$ cat config.mk
export PLATFORM = sky130hd
export DESIGN_NAME = byte_descrambler
export DESIGN_NICKNAME = d
export VERILOG_FILES = /design/src/rtl/descr_pkg.sv /design/src/rtl/descr_pos_lookup.sv /design/src/rtl/descr_key_rom.sv /design/src/rtl/descr_ctrl.sv /design/src/rtl/byte_descrambler.sv
export SDC_FILE = /design/constraint.sdc
export NUM_CORES = 1
export LEC_CHECK = 0
export BUFFER_PORTS_ARGS = -buffer_cell sky130_fd_sc_hd__buf_2
export CORE_MARGIN = 2
export CORE_UTILIZATION = 65
export CTS_CLUSTER_SIZE = 40
export DETAILED_ROUTE_END_ITERATION = 8
export PLACE_DENSITY = 0.87
export SKIP_CTS_REPAIR_TIMING = 1
export SYNTH_ARGS = -nofsm -noshare
export SYNTH_HDL_FRONTEND = slang
export SYNTH_SLANG_ARGS = --single-unit
$ cat constraint.sdc
create_clock -name clk -period 0.8 [get_ports clk]
set_input_delay 0.2 -clock clk [delete_from_list [all_inputs] [get_ports clk]]
set_output_delay 0.2 -clock clk [all_outputs]
set_load 0.05 [all_outputs]
$ cat src/rtl/descr_pkg.sv
package descr_pkg;
  localparam int DEF_LFSR_W = 7;
  localparam int DEF_TAP    = 4;
  localparam int DEF_BYTE_W = 8;
  localparam int SEQ_MAX    = 1023;

  // Keystream bits of the additive generator, bit t is the t-th emitted bit.
  function automatic logic [SEQ_MAX-1:0] gen_seq(input int w, input int tap);
    logic [15:0]        st;
    logic               fb;
    logic [SEQ_MAX-1:0] seq;
    st  = '1;
    seq = '0;
    for (int t = 0; t < (1 << w) - 1; t++) begin
      fb     = st[tap-1] ^ st[w-1];
      st     = {st[14:0], fb};
      seq[t] = fb;
    end
    return seq;
  endfunction

  // Position whose w-bit window (earliest bit = LSB) equals addr; 0 if none.
  function automatic int find_pos(input logic [SEQ_MAX-1:0] seq, input int w,
                                  input int addr);
    int          period;
    int          hit;
    logic        match;
    logic [15:0] aa;
    period = (1 << w) - 1;
    hit    = 0;
    aa     = 16'(addr);
    for (int n = 0; n < period; n++) begin
      match = 1'b1;
      for (int k = 0; k < w; k++)
        if (seq[(n + k) % period] != aa[k]) match = 1'b0;
      if (match) hit = n;
    end
    return hit;
  endfunction
endpackage

$ cat src/rtl/descr_pos_lookup.sv
module descr_pos_lookup #(
  parameter int LFSR_W = descr_pkg::DEF_LFSR_W,
  parameter int TAP    = descr_pkg::DEF_TAP
) (
  input  logic [LFSR_W-1:0] window,
  output logic [LFSR_W-1:0] seed_pos
);
  localparam int DEPTH = 1 << LFSR_W;
  localparam logic [descr_pkg::SEQ_MAX-1:0] SEQ = descr_pkg::gen_seq(LFSR_W, TAP);

  logic [LFSR_W-1:0] rev_tbl [DEPTH];

  for (genvar a = 0; a < DEPTH; a++) begin : g_rev
    assign rev_tbl[a] = LFSR_W'(descr_pkg::find_pos(SEQ, LFSR_W, a));
  end

  assign seed_pos = rev_tbl[window];
endmodule

$ cat src/rtl/descr_key_rom.sv
module descr_key_rom #(
  parameter int LFSR_W = descr_pkg::DEF_LFSR_W,
  parameter int TAP    = descr_pkg::DEF_TAP,
  parameter int BYTE_W = descr_pkg::DEF_BYTE_W
) (
  input  logic [LFSR_W-1:0] pos,
  output logic [BYTE_W-1:0] key
);
  localparam int PERIOD = (1 << LFSR_W) - 1;
  localparam logic [descr_pkg::SEQ_MAX-1:0] SEQ = descr_pkg::gen_seq(LFSR_W, TAP);

  // One extra row covers the unreachable all-ones index.
  logic [BYTE_W-1:0] key_tbl [PERIOD+1];

  for (genvar n = 0; n < PERIOD; n++) begin : g_row
    for (genvar b = 0; b < BYTE_W; b++) begin : g_bit
      assign key_tbl[n][b] = SEQ[(n + b) % PERIOD];
    end
  end
  assign key_tbl[PERIOD] = '0;

  assign key = key_tbl[pos];
endmodule

$ cat src/rtl/descr_ctrl.sv
module descr_ctrl #(
  parameter int LFSR_W = descr_pkg::DEF_LFSR_W,
  parameter int BYTE_W = descr_pkg::DEF_BYTE_W
) (
  input  logic              clk,
  input  logic              rst_n,
  input  logic              in_valid,
  input  logic              in_sof,
  input  logic [BYTE_W-1:0] in_byte,
  input  logic [LFSR_W-1:0] seed_pos,
  input  logic [BYTE_W-1:0] key,
  output logic [LFSR_W-1:0] pos,
  output logic              out_valid,
  output logic [BYTE_W-1:0] out_byte,
  output logic              state_ready
);
  localparam int PERIOD = (1 << LFSR_W) - 1;
  localparam int STEP   = BYTE_W % PERIOD;

  function automatic logic [LFSR_W-1:0] advance(input logic [LFSR_W-1:0] p);
    logic [LFSR_W:0] s;
    s = {1'b0, p} + (LFSR_W+1)'(STEP);
    if (s >= (LFSR_W+1)'(PERIOD)) s = s - (LFSR_W+1)'(PERIOD);
    return s[LFSR_W-1:0];
  endfunction

  logic [LFSR_W-1:0] pos_q,   pos_d;
  logic              rdy_q,   rdy_d;
  logic              await_q, await_d;
  logic              ov_q,    ov_d;
  logic [BYTE_W-1:0] ob_q,    ob_d;
  logic              pos_en,  ob_en;

  always_comb begin
    pos_d   = pos_q;
    rdy_d   = rdy_q;
    await_d = await_q;
    ov_d    = 1'b0;
    ob_d    = ob_q;
    pos_en  = 1'b0;
    ob_en   = 1'b0;
    if (in_sof && !in_valid) begin
      rdy_d   = 1'b0;
      await_d = 1'b1;
    end else if (in_valid && (in_sof || await_q)) begin
      pos_d   = advance(seed_pos);
      pos_en  = 1'b1;
      rdy_d   = 1'b1;
      await_d = 1'b0;
    end else if (in_valid && rdy_q) begin
      ov_d   = 1'b1;
      ob_d   = in_byte ^ key;
      ob_en  = 1'b1;
      pos_d  = advance(pos_q);
      pos_en = 1'b1;
    end
  end

  always_ff @(posedge clk or negedge rst_n) begin
    if (!rst_n) begin
      pos_q   <= '0;
      rdy_q   <= 1'b0;
      await_q <= 1'b0;
      ov_q    <= 1'b0;
      ob_q    <= '0;
    end else begin
      rdy_q   <= rdy_d;
      await_q <= await_d;
      ov_q    <= ov_d;
      if (pos_en) pos_q <= pos_d;
      if (ob_en)  ob_q  <= ob_d;
    end
  end

  assign pos         = pos_q;
  assign out_valid   = ov_q;
  assign out_byte    = ob_q;
  assign state_ready = rdy_q;
endmodule

$ cat src/rtl/byte_descrambler.sv
module byte_descrambler #(
  parameter int LFSR_W = descr_pkg::DEF_LFSR_W,
  parameter int TAP    = descr_pkg::DEF_TAP,
  parameter int BYTE_W = descr_pkg::DEF_BYTE_W
) (
  input  logic              clk,
  input  logic              rst_n,
  input  logic              in_valid,
  input  logic              in_sof,
  input  logic [BYTE_W-1:0] in_byte,
  output logic              out_valid,
  output logic [BYTE_W-1:0] out_byte,
  output logic              state_ready
);
  logic [1:0]        rst_sync;
  logic              rst_int_n;
  logic [LFSR_W-1:0] seed_pos;
  logic [LFSR_W-1:0] pos;
  logic [BYTE_W-1:0] key;

  always_ff @(posedge clk or negedge rst_n) begin
    if (!rst_n) rst_sync <= 2'b00;
    else        rst_sync <= {rst_sync[0], 1'b1};
  end
  assign rst_int_n = rst_sync[1];

  descr_pos_lookup #(.LFSR_W(LFSR_W), .TAP(TAP)) u_lookup (
    .window   (in_byte[LFSR_W-1:0]),
    .seed_pos (seed_pos)
  );

  descr_key_rom #(.LFSR_W(LFSR_W), .TAP(TAP), .BYTE_W(BYTE_W)) u_rom (
    .pos (pos),
    .key (key)
  );

  descr_ctrl #(.LFSR_W(LFSR_W), .BYTE_W(BYTE_W)) u_ctrl (
    .clk         (clk),
    .rst_n       (rst_int_n),
    .in_valid    (in_valid),
    .in_sof      (in_sof),
    .in_byte     (in_byte),
    .seed_pos    (seed_pos),
    .key         (key),
    .pos         (pos),
    .out_valid   (out_valid),
    .out_byte    (out_byte),
    .state_ready (state_ready)
  );
endmodule

==> flow_summary.ini, run 1 <==
[placement]
gp_congestion = 1.25
dp.cells = 968
numPortBuffers = 21
dpl.hpwl_mm = 18.7
pre_cts_ws_ns = -2.37

[synth]
ys_top_cells_by_area = dfrtp_1 10%, ha_1 8.2%, mux4_2 7.3%, a21oi_1 6.8%, o21ai_0 5.6%
syn_inst = 695
post_synth.cell_area_avg_um2 = 7.07
yosysTopAreaCell = dfrtp_1
synthArstFlopShare_pct = 100
synth_top_area_share_pct = 10.2
synth_seq_cells = 20
ys_types = 86
netlist_area_um2 = 4910
synthFlopType = dfrtp_1
yosysWarnings = 0
synth_edf_count = 0
syn_nets = 739
seq_area_frac_synth_pct = 10.2

[cts]
cts_buffers = 3
cts-root-buf = clkbuf_8
cts_buffer_depth = 2
clock_sinks = 20
htreeDepth = 1

[run_status]
outcome = did not finish
tool.error = [ERROR GRT-0232] Routing congestion too high. Check the congestion heatmap in the GUI.
lastStage = global routing

[die]
start_util_pct = 67.4
die_w_um = 90.9
std_cell_rows = 31
io_pins = 22
die_y_um = 90.9

[global_route]
grt_start_max_net_pins = 30
grt.total_usage_pct = 84.3
grt_overflow = 186
## synthesized netlist by cell type, drive strengths merged (8+ instances only)
| cell | count |
|---|---|
| and2 | 10 |
| buf | 29 |
| nor3 | 17 |
| a21oi | 67 |
| xnor2 | 15 |
| ha | 32 |
| a211oi | 21 |
| mux4 | 16 |
| nand3 | 17 |
| nor2 | 55 |
| nor2b | 20 |
| nand2b | 24 |
| o22ai | 8 |
| clkbuf | 41 |
| o211ai | 10 |
| a31oi | 17 |
| dfrtp | 20 |
| inv | 21 |
| or2 | 11 |
| o21ai | 56 |
| nand2 | 65 |
## logic make-up after synthesis
logic type | Yosys count | synth area share, %
buffers and inverters | 92 | 8.20
muxes | 27 | 9.68
xor gates and xnor gates | 18 | 3.21
DFF | 20 | 10.2
other | 1 | 0.0763
and+or+nand+nor | 245 | 24.8
AOI/OAI and AO/OA | 258 | 35.2
adders and majority gates | 34 | 8.58
## routing by layer
layer	track usage [%]	GRT overflow
met2	102	110
met1	84.9	2
met5	32.7	2
met4	86.9	67
met3	64.7	5
## metrics by stage
stage          TNS (ns)  area [um^2]
4_1_cts          -32.72         6800
3_5_place_dp     -30.25         6750
3_3_place_gp     -27.59         6750
2_1_floorplan    -26.35         5140
==> run 2: changes to the inputs <==
- CORE_UTILIZATION: 65 -> 40
- CTS_CLUSTER_SIZE: 40 -> default
- PLACE_DENSITY: 0.87 -> default
- PLACE_DENSITY_LB_ADDON: default -> 0.15
==> run 2 against run 1 <==
  * The flow now finishes, with violations (setup timing)
  * Area after synthesis stayed put
  * Synthesized cell count stayed put
==> flow_summary.ini, run 2 <==
[hold_path]
hold_path.class = register to async pin

[global_route]
met3_usage_pct = 4.27
grt_use_met2_pct = 51.6
grt.total_usage_pct = 30.9
antenna_found_initial = 0
grt_overflow = 0
grt_start_max_net_pins = 32
top_usage_layer = met2
grt_use_met1_pct = 41.7
grt_pass1_wl_mm = 32.5
grt_pass1_vias = 6169

[run_status]
outcome = finished, violations left
violations = setup timing

[sta]
finalHoldViolCount = 0
maxSlewViolCount = 0
finClkSkew_ns = 0.00253
period_share_pct = 358
rsz0062_at_grt = true
max_slew.worst_pin.slew_ns = 0.502
post-route-min-period_ns = 2.87
slew_headroom_pct = 66.3
fmax_mhz = 349
setup_slack_ns = -2.07
setup_viol = 28

[cts]
cts_tree = done
htreeDepth = 1
insertion_delay_ns = 0.25
cts-root-buf = clkbuf_16
clock_sinks = 20
cts_buffer_depth = 2
clk_pin_slew_ns = 0.06
cts_buffers = 3

[final_layout]
antennaDiodeCount = 0
largest_register_ff_count = 8
layout.nets = 956
layout-drive-gt1-share_pct = 46.7
area_growth_pct = 58.3
postLayoutCoreUtil_pct = 64.8
final_cell_mix = 237 x buf_4, 59 x nand2_1, 56 x a21oi_1
final_common_cell = buf_4

[synth]
syn_nets = 739
synth_seq_cells = 20
yosysWarnings = 0
synth_edf_count = 0
syn_inst = 695
post_synth.cell_area_avg_um2 = 7.07
seq_area_frac_synth_pct = 10.2
synth_common_cells = 67 x a21oi_1, 65 x nand2_1, 55 x o21ai_0
yosysTopAreaCell = dfrtp_1
yosysMostFrequentCell = a21oi_1
ys_types = 86
synthFlopType = dfrtp_1
netlist_area_um2 = 4910
synthArstFlopShare_pct = 100
ys_top_cells_by_area = dfrtp_1 10%, ha_1 8.2%, mux4_2 7.3%, a21oi_1 6.8%, o21ai_0 5.6%
synth_top_area_share_pct = 10.2

[run]
max-cap-violations = 0

[power_and_ir_drop]
power_leakage_nw = 3.37
powerDensity_nw_per_um2 = 2430
ir_drop_uv = 1040

[critical_path]
cp_max_fo = 8
ff2ff_setup_slack_ns = -1.77
worst_ep_required_time_ns = 0.94
rr_startpoint = u_ctrl.pos[0]
critPathArrivalTime_ns = 3.01
r2r-end = u_ctrl.out_byte[2]
ff2ff_path_depth = 11
crit_path_end_kind = register
crit_path_start_kind = input port
crit_type = input port to register

[die]
die_y_um = 115
io_pins = 22
die_area_um2 = 13200
std_cell_rows = 40
core_um2 = 12000
start_util_pct = 40.9
die_w_um = 115

[placement]
dpl.hpwl_mm = 16.6
gp_congestion = 1.07
numPortBuffers = 21
pre_cts_ws_ns = -2.40

[route]
drtAntennaViolNets = 0
num_vias = 6494
firstDrtPassIters = 6
route.detailed.drc = 0
drtIter0Drc = 774
vias_per_cell = 6.14
wl_per_cell_um = 20.3
drt-total-wl_mm = 21.5
==> run 2: cell counts after synthesis <==
Identical to the previous run, type by type.
==> run 2: how the worst max path moves through the flow <==
stage | from | end | slack, ns
after floorplan | in_byte[3] | u_ctrl.pos[3] | -2.04
after global placement | in_byte[0] | u_ctrl.pos[3] | -2.32
after detailed placement | in_byte[0] | u_ctrl.pos[3] | -2.40
after CTS | in_byte[0] | u_ctrl.pos[3] | -2.16
after global routing | in_byte[1] | u_ctrl.pos[5] | -2.19
final | in_byte[1] | u_ctrl.pos[0] | -2.07
==> run 2: final cells by class <==
class                      count  area [um^2]
sequential                    20          517
timing repair buffer         282         2300
fill                        1025         4230
inverter                      22         93.8
clock buffer                   4         88.8
multi-input combinational    583         4590
tap                          147          184
==> run 2: critical path, cell delays in order <==
cell and delay (ns):
buf_8 0.08, clkinvlp_4 0.16, ha_4 0.24, and2_4 0.14, o311a_1 0.34, a211oi_2 0.28, nor3_2 0.10, a211o_1 0.29
ha_4 0.31, nand2_4 0.05, a211oi_4 0.22, buf_4 0.17, or2_4 0.12, nor2_1 0.04, o31a_1 0.28
==> run 2: logic make-up (layout without fill, tap and decap cells) <==
logic type / count (synthesis) / after routing / synth area share, %
AO/OA/AOI/OAI: 258 / 258 / 35.2
AND/OR/NAND/NOR: 245 / 245 / 24.8
buffers and inverters: 92 / 308 / 8.20
adder cells (fa/ha/maj): 34 / 34 / 8.58
multiplexers: 27 / 27 / 9.68
flip-flops: 20 / 20 / 10.2
XOR/XNOR: 18 / 18 / 3.21
other: 1 / 1 / 0.0763
==> run 2: metal layers <==
| metal | vias to the layer above | routed length, um |
|---|---|---|
| li1 | 3015 | - |
| met1 | 3110 | 8850 |
| met2 | 315 | 10400 |
| met3 | 54 | 1550 |
| met4 | 0 | 716 |
| met5 | - | 0 |
==> run 2: through the flow <==
step	area, um^2	power, mW	hold slack (ns)	setup TNS (ns)	std cells
global route	7780	19.9	0.239	-31.60	1058
detailed placement	6940	15.3	-0.0114	-29.98	1036
global placement	6940	15.2	-0.0142	-29.51	1036
CTS	7020	16.5	-0.279	-30.92	1040
floorplan	5140	10.0	-0.0956	-26.35	695
finish	7780	18.9	0.198	-30.04	1058
==> run 2: power by group <==
part / switching [mW] / internal [mW] / leakage [nW]
logic: 8.40 / 7.63 / 3.10
registers: 0.335 / 1.38 / 0.229
clock network: 0.365 / 0.762 / 0.0442
total: 9.10 / 9.77 / 3.37
Power figures use the tool's default switching activity.
==> run 3: changes to the inputs <==
- CORE_MARGIN: 2 -> 3
- SYNTH_HIERARCHICAL: default -> 1
==> run 3 against run 2 <==
  * The flow still finishes with violations (setup timing)
  * Largest power group unchanged
  * Sequential power hardly changed
  * Clock skew is 0.0059 ns higher
  * Sequential share of layout area is 0.093 points lower
==> flow_summary.ini, run 3 <==
[route]
num_vias = 6630
drtAntennaViolNets = 0
drtIter0Drc = 750
vias_per_cell = 6.43
wl_per_cell_um = 21.5
route.detailed.drc = 0
firstDrtPassIters = 6
drt-total-wl_mm = 22.2

[global_route]
top_usage_layer = met1
antenna_found_initial = 0
grt_pass1_wl_mm = 32.6
grt_use_met2_pct = 43.1
grt_overflow = 0
grt_start_max_net_pins = 37
grt_use_met1_pct = 46.4
met3_usage_pct = 7.05
grt.total_usage_pct = 30.4
grt_pass1_vias = 5883

[critical_path]
crit_path_end_kind = register
cp-endpoint = u_ctrl/pos[1]
crit_type = input port to register
cp_max_fo = 6
crit_slowest_cell = or3_4
critPathTopFamily = simple AND/OR/NAND/NOR gates
rr_startpoint = u_ctrl/pos[0]
cp.depth = 14
crit_top_cell = mux2i_1
critPathMaxStageDelay_ns = 0.43
crit_path_start_kind = input port
critPathBufInv = 2
r2r-end = u_ctrl/out_byte[5]
ff2ff_path_depth = 11
ff2ff_setup_slack_ns = -1.55
path_cells = buf_8, clkinvlp_4, ha_4, nor2b_4, a21oi_2, mux2_4, a211oi_4, o31ai_4, ha_2, xnor2_2, or3_4, o21ai_4, mux2i_1, mux2i_1
crit_start = in_byte[0]
critPathArrivalTime_ns = 3.00
worst_ep_required_time_ns = 0.94

[power_and_ir_drop]
sw_frac_of_total_pct = 49.5
pwr-share-seq_pct = 7.7
finalPower_mw = 22.0
internal_power_mw = 11.1
power_frac_comb_pct = 87.0
powerDensity_nw_per_um2 = 2800
p_clk_share_pct = 5.2
power_leakage_nw = 3.21
ir_drop_uv = 2150
power_switching_mw = 10.9

[die]
start_util_pct = 41.9
io_pins = 22
die_w_um = 117
std_cell_rows = 39
die_y_um = 117
die_area_um2 = 13600
core_um2 = 11700

[final_layout]
fillerInstances = 975
area_growth_pct = 61.1
ff_latch_area_um2 = 515
multi_input_comb_area_um2 = 4710
final_common_cell = buf_4
antennaDiodeCount = 0
largest_register_ff_count = 8
postLayoutCoreUtil_pct = 67.5
final_cell_mix = 213 x buf_4, 51 x nand2_1, 45 x nor2_1
layout.nets = 929
layout-drive-gt1-share_pct = 48.1

[synth]
synth_seq_cells = 20
ys_types = 78
synth_top_area_share_pct = 10.2
post_synth.cell_area_avg_um2 = 7.05
yosysTopAreaCell = dfrtp_1
seq_area_frac_synth_pct = 10.2
syn_inst = 693
syn_nets = 733
synth_edf_count = 0
synth_common_cells = 55 x a21oi_1, 55 x nand2_1, 53 x nor2_1
netlist_area_um2 = 4890
ys_top_cells_by_area = dfrtp_1 10%, ha_1 7.2%, a21oi_1 5.6%, o21ai_0 4.8%, nand2_1 4.2%
yosysWarnings = 6
synthFlopType = dfrtp_1
synthArstFlopShare_pct = 100

[run]
max-cap-violations = 0

[cts]
insertion_delay_ns = 0.26
cts_tree = done
clk_pin_slew_ns = 0.06
clock_sinks = 20
htreeDepth = 1
cts-root-buf = clkbuf_16
cts_buffers = 3
cts_buffer_depth = 2

[sta]
period_share_pct = 358
setup_slack_ns = -2.07
setup_tns_ns = -28.46
slew_headroom_pct = 66.0
maxSlewViolCount = 0
rsz0062_at_grt = true
setup_viol = 27
finalHoldViolCount = 0
fmax_mhz = 349
max_slew.worst_pin.slew_ns = 0.506
post-route-min-period_ns = 2.87
finClkSkew_ns = 0.00846

[run_status]
violations = setup timing
outcome = finished, violations left

[hold_path]
hold_path.class = register to async pin

[placement]
dpl.hpwl_mm = 16.3
gp_congestion = 1.02
numPortBuffers = 21
## run 3: how the worst min path moves through the flow
| stage | startpoint | end | slack (ns) | cells past startpoint |
|---|---|---|---|---|
| 6_report | rst_sync[1] | u_ctrl/out_byte[6] | 0.20 | 1 |
| 5_1_grt | rst_sync[1] | u_ctrl/out_byte[6] | 0.23 | 1 |
| 4_1_cts | rst_n | rst_sync[1] | -0.28 | 1 |
| 3_5_place_dp | rst_n | rst_sync[0] | -0.01 | 1 |
| 3_3_place_gp | rst_n | rst_sync[1] | -0.02 | 1 |
| 2_1_floorplan | rst_n | rst_sync[0] | -0.1 | 0 |
## run 3: cell type report
type	count	share of cell area [%]
Sequential cell	20	6.55
Tap cell	143	2.27
Multi-Input combinational cell	572	59.8
Timing Repair Buffer	270	29.1
Inverter	22	1.14
Clock buffer	4	1.13
## run 3: logic make-up (layout without fill, tap and decap cells)
kind of cell,Yosys count,after routing,share of synthesized area [%]
multiplexers,25,25,6.56
AO/OA/AOI/OAI,268,268,38.0
other,1,1,0.0768
flip-flops,20,20,10.2
XOR/XNOR,22,22,3.94
AND/OR/NAND/NOR,227,227,23.7
adder cells (fa/ha/maj),29,29,7.40
buffers and inverters,101,296,10.1
## run 3: per-stage QoR
stage / setup slack [ns] / cell area, um^2 / cells / hold slack (ns)
detailed placement: -2.43 / 6700 / 1004 / -0.00968
global route: -2.17 / 7870 / 1031 / 0.229
finish: -2.07 / 7870 / 1031 / 0.204
floorplan: -2.07 / 5070 / 693 / -0.0956
global placement: -2.35 / 6700 / 1004 / -0.0155
CTS: -2.18 / 6790 / 1008 / -0.280
## run 3: worst register-to-register path: stages, from the launching register on
cell	delay, ns
dfrtp_1	0.41
inv_2	0.12
buf_12	0.11
ha_4	0.20
buf_6	0.12
or3b_4	0.36
a21oi_2	0.14
a311oi_2	0.05
a311o_1	0.38
o221ai_4	0.10
xnor2_2	0.16
a21oi_2	0.07
## run 3: power groups by stage
stage	Clock (mW)	Combinational [mW]	Sequential, mW
2_1_floorplan	0	7.98	2.44
3_3_place_gp	0	14.7	1.63
4_1_cts	1.17	14.8	1.62
3_5_place_dp	0	14.8	1.64
6_report	1.15	19.2	1.70
5_1_grt	1.22	20.2	1.73
## run 3: routing by layer
layer | up-vias | part of all wire [%]
met5 | - | 0
met4 | 0 | 1.6
met3 | 33 | 11
met2 | 407 | 43
met1 | 3189 | 44
li1 | 3001 | -
==> run 4: changes to the inputs <==
==> constraint.sdc (replaced) <==
create_clock -name clk -period 0.8 [get_ports clk]
set_input_delay 0.12 -clock clk [delete_from_list [all_inputs] [get_ports clk]]
set_output_delay 0.12 -clock clk [all_outputs]
set_load 0.05 [all_outputs]
==> run 4 against run 3 <==
  * The flow still finishes with violations (setup timing)
  * Final area rose by 0.40%
  * Hold slack worse by 0.056 ns
  * Sequential power barely moved
  * Count of clock-buffer cells in the layout is 1 lower
  * Wire length down 1.4%
  * Power is 0.42% higher
  * Critical path depth is 1 lower
  * Via count barely moved
  * Non-clock buffer count shrank 3
  * Setup slack lost 0.0071 ns
  * Critical path type unchanged
  * Highest routed layer unchanged
==> flow_summary.ini, run 4 (same netlist as run 3, synthesis figures left out) <==
[global_route]
grt_start_max_net_pins = 32
grt.total_usage_pct = 29.2
grt_overflow = 0
antenna_found_initial = 0
grt_pass1_vias = 5850
grt_pass1_wl_mm = 31.7

[sta]
setup_slack_ns = -2.07
slew_headroom_pct = 59.4
setup_tns_ns = -27.31
period_share_pct = 359
finClkSkew_ns = 0.00268
setup_viol = 27
rsz0062_at_grt = true
maxSlewViolCount = 0
finalHoldViolCount = 0
fmax_mhz = 348
post-route-min-period_ns = 2.87
max_slew.worst_pin.slew_ns = 0.606

[final_layout]
area_growth_pct = 61.7
final_cell_area_um2 = 7900
final_cell_mix = 206 x buf_4, 49 x nand2_1, 48 x a21oi_1
layout-drive-gt1-share_pct = 46.6
antennaDiodeCount = 0
final_common_cell = buf_4
postLayoutCoreUtil_pct = 67.7
largest_register_ff_count = 8
fillerInstances = 911
layout.nets = 926

[die]
die_w_um = 117
start_util_pct = 41.9
core_um2 = 11700
std_cell_rows = 39
die_area_um2 = 13600
io_pins = 22
die_y_um = 117

[power_and_ir_drop]
power_switching_mw = 11.0
internal_power_mw = 11.1
ir_drop_uv = 1200
power_frac_comb_pct = 86.1
pwr-share-seq_pct = 7.6
p_clk_share_pct = 6.4
power_leakage_nw = 3.24
finalPower_mw = 22.1
sw_frac_of_total_pct = 49.7
powerDensity_nw_per_um2 = 2800

[cts]
cts-root-buf = clkbuf_16
clock_sinks = 20
cts_buffers = 3
cts_buffer_depth = 2
clk_pin_slew_ns = 0.06
insertion_delay_ns = 0.26
cts_tree = done
htreeDepth = 1

[route]
num_vias = 6625
wl_per_cell_um = 21.3
drtAntennaViolNets = 0
drtIter0Drc = 1115
route.detailed.drc = 0
firstDrtPassIters = 6
drt-total-wl_mm = 21.9
vias_per_cell = 6.44

[hold_path]
hold_path.class = input port to register

[critical_path]
critPathArrivalTime_ns = 3.00
worst_ep_required_time_ns = 0.93
crit_type = input port to register
crit_path_start_kind = input port
crit_path_end_kind = register
cp_max_fo = 6

[placement]
gp_congestion = 1.01
dpl_cell_area_um2 = 6620
numPortBuffers = 21
dpl.hpwl_mm = 15.5

[run]
max-cap-violations = 0

[run_status]
violations = setup timing
outcome = finished, violations left
## run 4: per-layer routing
layer,vias to the layer above,share of wire (%),GRT usage (%)
met3,64,10,5.28
met5,-,0,0
met1,3152,42,42.9
met4,0,2.6,6.65
met2,414,45,44.2
li1,2995,-,-
## run 4: final cells by class
type	count	area, um^2	area share (%)
clock buffers	3	75.1	0.950
clock inverters	1	30.0	0.380
inverters	22	96.3	1.22
multi-input cells	572	4700	59.5
flip-flops and latches	20	505	6.40
well taps	143	179	2.26
repair buffers	267	2320	29.3
## run 4: worst paths after layout
path / from / slack, ns / depth (start not counted) / endpoint
worst max-delay path: in_byte[1] / -2.07 / 13 / u_ctrl/pos[5]
worst min-delay path: in_byte[7] / 0.15 / 3 / u_ctrl/out_byte[7]
worst max register to register: u_ctrl/pos[1] / -1.52 / 10 / u_ctrl/out_byte[1]
worst min register to register: rst_sync[1] / 0.21 / 1 / u_ctrl/pos[4]
max in group asynchronous: rst_sync[1] / 0.36 / 1 / u_ctrl/state_ready
min in group asynchronous: rst_n / 0.18 / 2 / rst_sync[0]
## run 4: power groups by stage
stage / Combinational [mW] / Sequential (mW) / Clock, mW
after floorplan: 7.99 / 2.39 / 0
after global placement: 14.5 / 1.61 / 0
after detailed placement: 14.6 / 1.62 / 0
after CTS: 14.7 / 1.60 / 1.41
after global routing: 20.0 / 1.70 / 1.47
final: 19.0 / 1.67 / 1.41
## run 4: worst max-delay path: stages
cell        delay (ns)
buf_4             0.12
clkinvlp_4        0.14
ha_4              0.30
buf_6             0.14
mux4_2            0.50
nor2_4            0.15
nor4b_1           0.06
a311o_1           0.40
xnor2_2           0.19
o31a_1            0.34
a211oi_4          0.28
a211o_1           0.17
o211ai_1          0.08
## run 4: per-stage QoR
step / worst slack [ns] / hold WS (ns) / std cells
global placement: -2.35 / -0.0957 / 989
finish: -2.07 / 0.148 / 1028
global route: -2.19 / 0.174 / 1028
CTS: -2.16 / -0.366 / 993
detailed placement: -2.41 / -0.0931 / 989
floorplan: -1.99 / -0.176 / 693
